File: src/rtl/adc_frame_pkg.sv
package adc_frame_pkg;
  localparam int WORD_W = 16;
  localparam int LEN_W  = 5;

  typedef struct packed {
    logic clear;    // frame start: empty the shift register
    logic shift;    // take one data bit
    logic capture;  // move the word to the output
  } dp_strobe_t;

  function automatic logic [LEN_W-1:0] lenOf(input logic [1:0] code);
    case (code)
      2'd0:    lenOf = LEN_W'(16);
      2'd1:    lenOf = LEN_W'(14);
      default: lenOf = LEN_W'(12);
    endcase
  endfunction
endpackage

File: src/rtl/adc_sclk_gen.sv
module adc_sclk_gen #(
  parameter int DIV_W = 8
) (
  input  logic             clk,
  input  logic             rst,
  input  logic             enable,
  input  logic [DIV_W-1:0] divSel,
  output logic             sclk,
  output logic             fallTick,
  output logic             riseTick
);
  logic [DIV_W-1:0] divCnt;
  logic             tick;

  assign tick     = enable && (divCnt == divSel);
  assign fallTick = tick && sclk;
  assign riseTick = tick && !sclk;

  always_ff @(posedge clk) begin
    if (rst || !enable) begin
      divCnt <= '0;
      sclk   <= 1'b1;
    end else if (divCnt == divSel) begin
      divCnt <= '0;
      sclk   <= ~sclk;
    end else begin
      divCnt <= divCnt + 1'b1;
    end
  end
endmodule

File: src/rtl/adc_frame_ctrl.sv
module adc_frame_ctrl
  import adc_frame_pkg::*;
#(
  parameter int PERIOD_W = 16
) (
  input  logic                clk,
  input  logic                rst,
  input  logic                enable,
  input  logic                fallTick,
  input  logic                riseTick,
  input  logic [1:0]          natCode,
  input  logic [1:0]          frmCode,
  input  logic [PERIOD_W-1:0] periodSel,
  output logic                csN,
  output logic                overrun,
  output logic [LEN_W-1:0]    natLen,
  output dp_strobe_t          strb
);
  typedef enum logic {ST_IDLE, ST_ACTIVE} state_t;

  state_t              state;
  logic [PERIOD_W-1:0] timerCnt;
  logic [PERIOD_W-1:0] periodEff;
  logic [LEN_W-1:0]    fallCnt, bitCnt, lenQ;
  logic [LEN_W-1:0]    natNow, frmNow, lenNow;
  logic                request, doneQ;

  assign natNow    = lenOf(natCode);
  assign frmNow    = lenOf(frmCode);
  assign lenNow    = (natNow > frmNow) ? natNow : frmNow;
  assign periodEff = (periodSel < PERIOD_W'(2)) ? PERIOD_W'(2) : periodSel;
  assign request   = fallTick && (timerCnt == periodEff - PERIOD_W'(1));

  assign strb.clear   = (state == ST_IDLE) && request;
  assign strb.shift   = (state == ST_ACTIVE) && riseTick && (bitCnt < natLen);
  assign strb.capture = doneQ && enable;

  always_ff @(posedge clk) begin
    if (rst || !enable) begin
      state    <= ST_IDLE;
      csN      <= 1'b1;
      overrun  <= 1'b0;
      doneQ    <= 1'b0;
      timerCnt <= '0;
      fallCnt  <= '0;
      bitCnt   <= '0;
      lenQ     <= LEN_W'(WORD_W);
      natLen   <= LEN_W'(WORD_W);
    end else begin
      doneQ   <= 1'b0;
      overrun <= 1'b0;
      if (fallTick) timerCnt <= request ? '0 : timerCnt + 1'b1;
      case (state)
        ST_IDLE: begin
          if (request) begin
            state   <= ST_ACTIVE;
            csN     <= 1'b0;
            fallCnt <= '0;
            bitCnt  <= '0;
            natLen  <= natNow;
            lenQ    <= lenNow;
          end
        end
        default: begin
          if (riseTick) bitCnt <= bitCnt + 1'b1;
          if (fallTick) begin
            if (request) overrun <= 1'b1;
            if (fallCnt == lenQ - LEN_W'(1)) begin
              state <= ST_IDLE;
              csN   <= 1'b1;
              doneQ <= 1'b1;
            end else begin
              fallCnt <= fallCnt + 1'b1;
            end
          end
        end
      endcase
    end
  end

  AST_OVERRUN_WHILE_BUSY: assert property (@(posedge clk) disable iff (rst)
    overrun |-> !$past(csN));

  AST_FRAME_RISE_COUNT: assert property (@(posedge clk) disable iff (rst)
    doneQ |-> ($past(bitCnt) == lenQ));
endmodule

File: src/rtl/adc_frame_dp.sv
module adc_frame_dp
  import adc_frame_pkg::*;
(
  input  logic              clk,
  input  logic              rst,
  input  logic              sdata,
  input  dp_strobe_t        strb,
  input  logic [LEN_W-1:0]  natLen,
  output logic [WORD_W-1:0] result,
  output logic              resultValid
);
  logic [WORD_W-1:0] shiftReg;

  always_ff @(posedge clk) begin
    if (rst) begin
      shiftReg <= '0;
    end else if (strb.clear) begin
      shiftReg <= '0;
    end else if (strb.shift) begin
      shiftReg <= {shiftReg[WORD_W-2:0], sdata};
    end
  end

  always_ff @(posedge clk) begin
    if (rst) begin
      result      <= '0;
      resultValid <= 1'b0;
    end else begin
      resultValid <= strb.capture;
      if (strb.capture) result <= shiftReg;
    end
  end

  AST_RESULT_FITS: assert property (@(posedge clk) disable iff (rst)
    resultValid |-> ((result >> natLen) == '0));
endmodule

File: src/rtl/adc_sample_frame.sv
module adc_sample_frame
  import adc_frame_pkg::*;
#(
  parameter int DIV_W    = 8,
  parameter int PERIOD_W = 16
) (
  input  logic                clk,
  input  logic                rst,
  input  logic                enable,
  input  logic [DIV_W-1:0]    divSel,
  input  logic [1:0]          natCode,
  input  logic [1:0]          frmCode,
  input  logic [PERIOD_W-1:0] periodSel,
  input  logic                sdata,
  output logic                csN,
  output logic                sclk,
  output logic [WORD_W-1:0]   result,
  output logic                resultValid,
  output logic                overrun
);
  logic             fallTick, riseTick;
  logic [LEN_W-1:0] natLen;
  dp_strobe_t       strb;

  adc_sclk_gen #(.DIV_W(DIV_W)) i_sclk (
    .clk(clk), .rst(rst), .enable(enable), .divSel(divSel),
    .sclk(sclk), .fallTick(fallTick), .riseTick(riseTick)
  );

  adc_frame_ctrl #(.PERIOD_W(PERIOD_W)) i_ctrl (
    .clk(clk), .rst(rst), .enable(enable), .fallTick(fallTick),
    .riseTick(riseTick), .natCode(natCode), .frmCode(frmCode),
    .periodSel(periodSel), .csN(csN), .overrun(overrun),
    .natLen(natLen), .strb(strb)
  );

  adc_frame_dp i_dp (
    .clk(clk), .rst(rst), .sdata(sdata), .strb(strb), .natLen(natLen),
    .result(result), .resultValid(resultValid)
  );

  AST_CS_ON_SCLK_FALL: assert property (@(posedge clk) disable iff (rst)
    $fell(csN) |-> $fell(sclk));

  AST_VALID_AFTER_FRAME: assert property (@(posedge clk) disable iff (rst)
    ($rose(csN) && $past(enable)) |=> resultValid);

  AST_IDLE_LINES: assert property (@(posedge clk) disable iff (rst)
    !enable |=> (csN && sclk));
endmodule

File: config.mk
export PLATFORM = sky130hd
export DESIGN_NAME = adc_sample_frame
export DESIGN_NICKNAME = d
export VERILOG_FILES = /design/src/rtl/adc_frame_pkg.sv /design/src/rtl/adc_sclk_gen.sv /design/src/rtl/adc_frame_ctrl.sv /design/src/rtl/adc_frame_dp.sv /design/src/rtl/adc_sample_frame.sv
export SDC_FILE = /design/constraint.sdc
export NUM_CORES = 1
export LEC_CHECK = 0
export BUFFER_PORTS_ARGS = -buffer_cell sky130_fd_sc_hd__buf_4
export CAP_MARGIN = 25
export CORE_MARGIN = 1.5
export CORE_UTILIZATION = 53
export DETAILED_ROUTE_END_ITERATION = 10
export GPL_TIMING_DRIVEN = 0
export HOLD_SLACK_MARGIN = 0.1
export PLACE_DENSITY = 0.74
export SYNTH_ARGS = -nofsm -noshare
export SYNTH_HDL_FRONTEND = slang
export SYNTH_HIERARCHICAL = 1
export SYNTH_SLANG_ARGS = --single-unit
File: constraint.sdc
create_clock -name clk -period 3.1 [get_ports clk]
set_input_delay 0.155 -clock clk [delete_from_list [all_inputs] [get_ports clk]]
set_output_delay 0.155 -clock clk [all_outputs]
set_load 0.01 [all_outputs]
==> impl_metrics.ini <==
[power_and_ir_drop]
switching_share_pct = 27.1
p_comb_share_pct = 9.4
clock_power_share_pct = 37.8
seq_power_share_pct = 52.8
p_int_w = 0.00139
cellLeakagePower_nw = 1.91
ir_worst_vdd_v = 0.000236
power_density_mw_per_mm2 = 355
finalPower_w = 0.00190
p_switching_w = 0.000514

[yosys]
synth_area_mm2 = 0.00440
syn_area_per_cell_um2 = 9.41
syn_nets = 513
yosysWarnings = 6
synthCells = 468

[routing]
drt-met1-wl_um = 4500
dr_wl_met3_um = 413
drt-total-wl_um = 9790
vias = 3635
drt.antenna.violating_nets = 0
wl_per_cell_um = 15.0
drc = 0
first_pass_iters = 4
route.met2.wl_um = 4680
first_iter_violations = 118
via_per_inst = 5.57
top_layer_used = met4

[setup_path]
end_kind = flop
path_class = in -> reg
cp-start-kind = input pin
crit_fanout = 10
required_ns = 3.32
cp.arrival_ns = 3.28

[placement]
io_buffers = 49
gp_congestion = 0.916
pre_cts_slack_ns = -0.673
dpl.hpwl_um = 6820

[clock_network]
clock_latency_ns = 0.37
cts-root-buf = clkbuf_8
tritoncts = done
cts.sinks = 78
numCtsBuffers = 9
cts_max_path_buffers = 2
htree_levels = 3
clk_pin_slew_worst_paths_ns = 0.08

[global_route]
grt_pass1_vias = 3311
grt_start_max_net_pins = 16
antenna_found_initial = 0
grt_remaining_overflow = 0
grt_usage_pct = 22.4
grt_first_pass_wirelength_um = 15600

[floorplan]
rows = 33
die_w_um = 94.2
core_mm2 = 0.00813
die_h_um = 94.2
die_area_mm2 = 0.00887
io_pins = 52
start_util_pct = 54.1

[sta]
rsz0062_at_grt = yes
setup_slack_ns = 0.0421
finalHoldViolCount = 0
slew-limit-headroom_pct = 51.4
slew_violations = 0
worst_pin_slew_ns = 0.729
fin_skew_ns = 0.0131
setup_violations = 0
whs_ns = 0.203
max_freq_ghz = 0.327
post-route-min-period_ns = 3.06
fin_crit_sh_pct = 98.6

[status]
outcome = complete, no violations

[min_path]
hp-class = in -> reg

[layout]
antenna_cells = 0
fill_cells = 668
area_growth_pct = 21.4
layout.nets = 588
drive_gt1_share_pct = 25.2
post-route-util_pct = 65.7

[run]
maxCapViolCount = 0
[cell type report]
type / instances / area [um^2] / area share [%]
Multi-Input combinational cell: 352 / 2730 / 51.0
Clock inverter: 7 / 57.6 / 1.08
Inverter: 15 / 56.3 / 1.05
Tap cell: 105 / 131 / 2.46
Timing Repair Buffer: 64 / 503 / 9.41
Sequential cell: 78 / 1560 / 29.2
Buffer: 23 / 186 / 3.49
Clock buffer: 9 / 124 / 2.32
[worst paths after layout]
kind / startpoint / endpoint / slack, ns / cells past startpoint
max: periodSel[8] / i_ctrl/fallCnt[1] / 0.04 / 13
min reg2reg: i_ctrl/natLen[1] / i_ctrl/natLen[1] / 0.46 / 2
max reg2reg: i_sclk/divCnt[3] / i_dp/shiftReg[10] / 0.30 / 12
min: natCode[0] / i_ctrl/natLen[1] / 0.20 / 4
[timing repair]
| action | 4_1_cts | 5_1_grt |
|---|---|---|
| endpoints found under the setup margin | 44 | 50 |
| endpoints found under the hold margin | 3 | 0 |
| setup buffers | 6 | 6 |
| pin swaps | 4 | 0 |
| hold buffers | 3 | 0 |
| resized for setup | 5 | 15 |
[registers in the layout, indices dropped and copies added, names as in the netlist, 3 cells and up]
| name | flops |
|---|---|
| i_ctrl/natLen | 3 |
| i_ctrl/fallCnt | 5 |
| i_sclk/divCnt | 8 |
| i_ctrl/bitCnt | 5 |
| i_ctrl/lenQ | 3 |
| i_ctrl/timerCnt | 16 |
| i_dp/shiftReg | 16 |
| i_dp/result | 16 |
[stage by stage]
stage          setup TNS [ns]  cell area, um^2  cells
6_report                    0             5350    653
5_1_grt                -0.300             5350    653
2_1_floorplan           -1.42             4440    468
3_3_place_gp           -22.87             4940    622
3_5_place_dp           -27.14             4940    622
4_1_cts               -0.0358             5230    647
[critical path, stage by stage]
cell and delay, ns:
buf_8 0.10, or4_4 0.57, o21ai_4 0.20, ha_4 0.16, or4b_4 0.48, o41a_1 0.38, nor4b_4 0.28, a21oi_4 0.07
nor4bb_4 0.31, and3_1 0.21, buf_6 0.14, buf_12 0.14, o22ai_2 0.06
[power by group through the flow]
stage | clock network (W) | logic, W | registers, W
after floorplan | 0 | 0.0000928 | 0.00103
after global placement | 0 | 0.000153 | 0.00103
after detailed placement | 0 | 0.000157 | 0.00103
after CTS | 0.000735 | 0.000166 | 0.00100
after global routing | 0.000789 | 0.000194 | 0.00100
final | 0.000718 | 0.000179 | 0.00100
[metal layers]
| layer | global-route usage, % | up-vias |
|---|---|---|
| met2 | 35.9 | 89 |
| met4 | 8.71 | 0 |
| met1 | 29.5 | 1704 |
| met5 | 0 | - |
| met3 | 4.29 | 19 |
| li1 | - | 1823 |
[cells in the final DEF (no fill, tap or decap), types with 4 or more instances in the layout]
cell	n
nor4_1	4
mux2i_1	38
inv_1	15
nor3_1	8
clkbuf_1	9
ha_1	12
nor2b_1	11
buf_4	61
and3_1	7
a31oi_1	4
buf_6	7
o22ai_1	6
nand3_1	14
clkbuf_8	9
nand4_1	14
nand3b_1	9
nand2_1	25
a21oi_1	9
xor2_1	25
dfxtp_1	78
nor3_2	13
nor2_2	11
nor2_1	39
o21ai_0	4
xnor2_1	30
and4_1	5
Note: power is estimated with default switching activity, not from simulation.
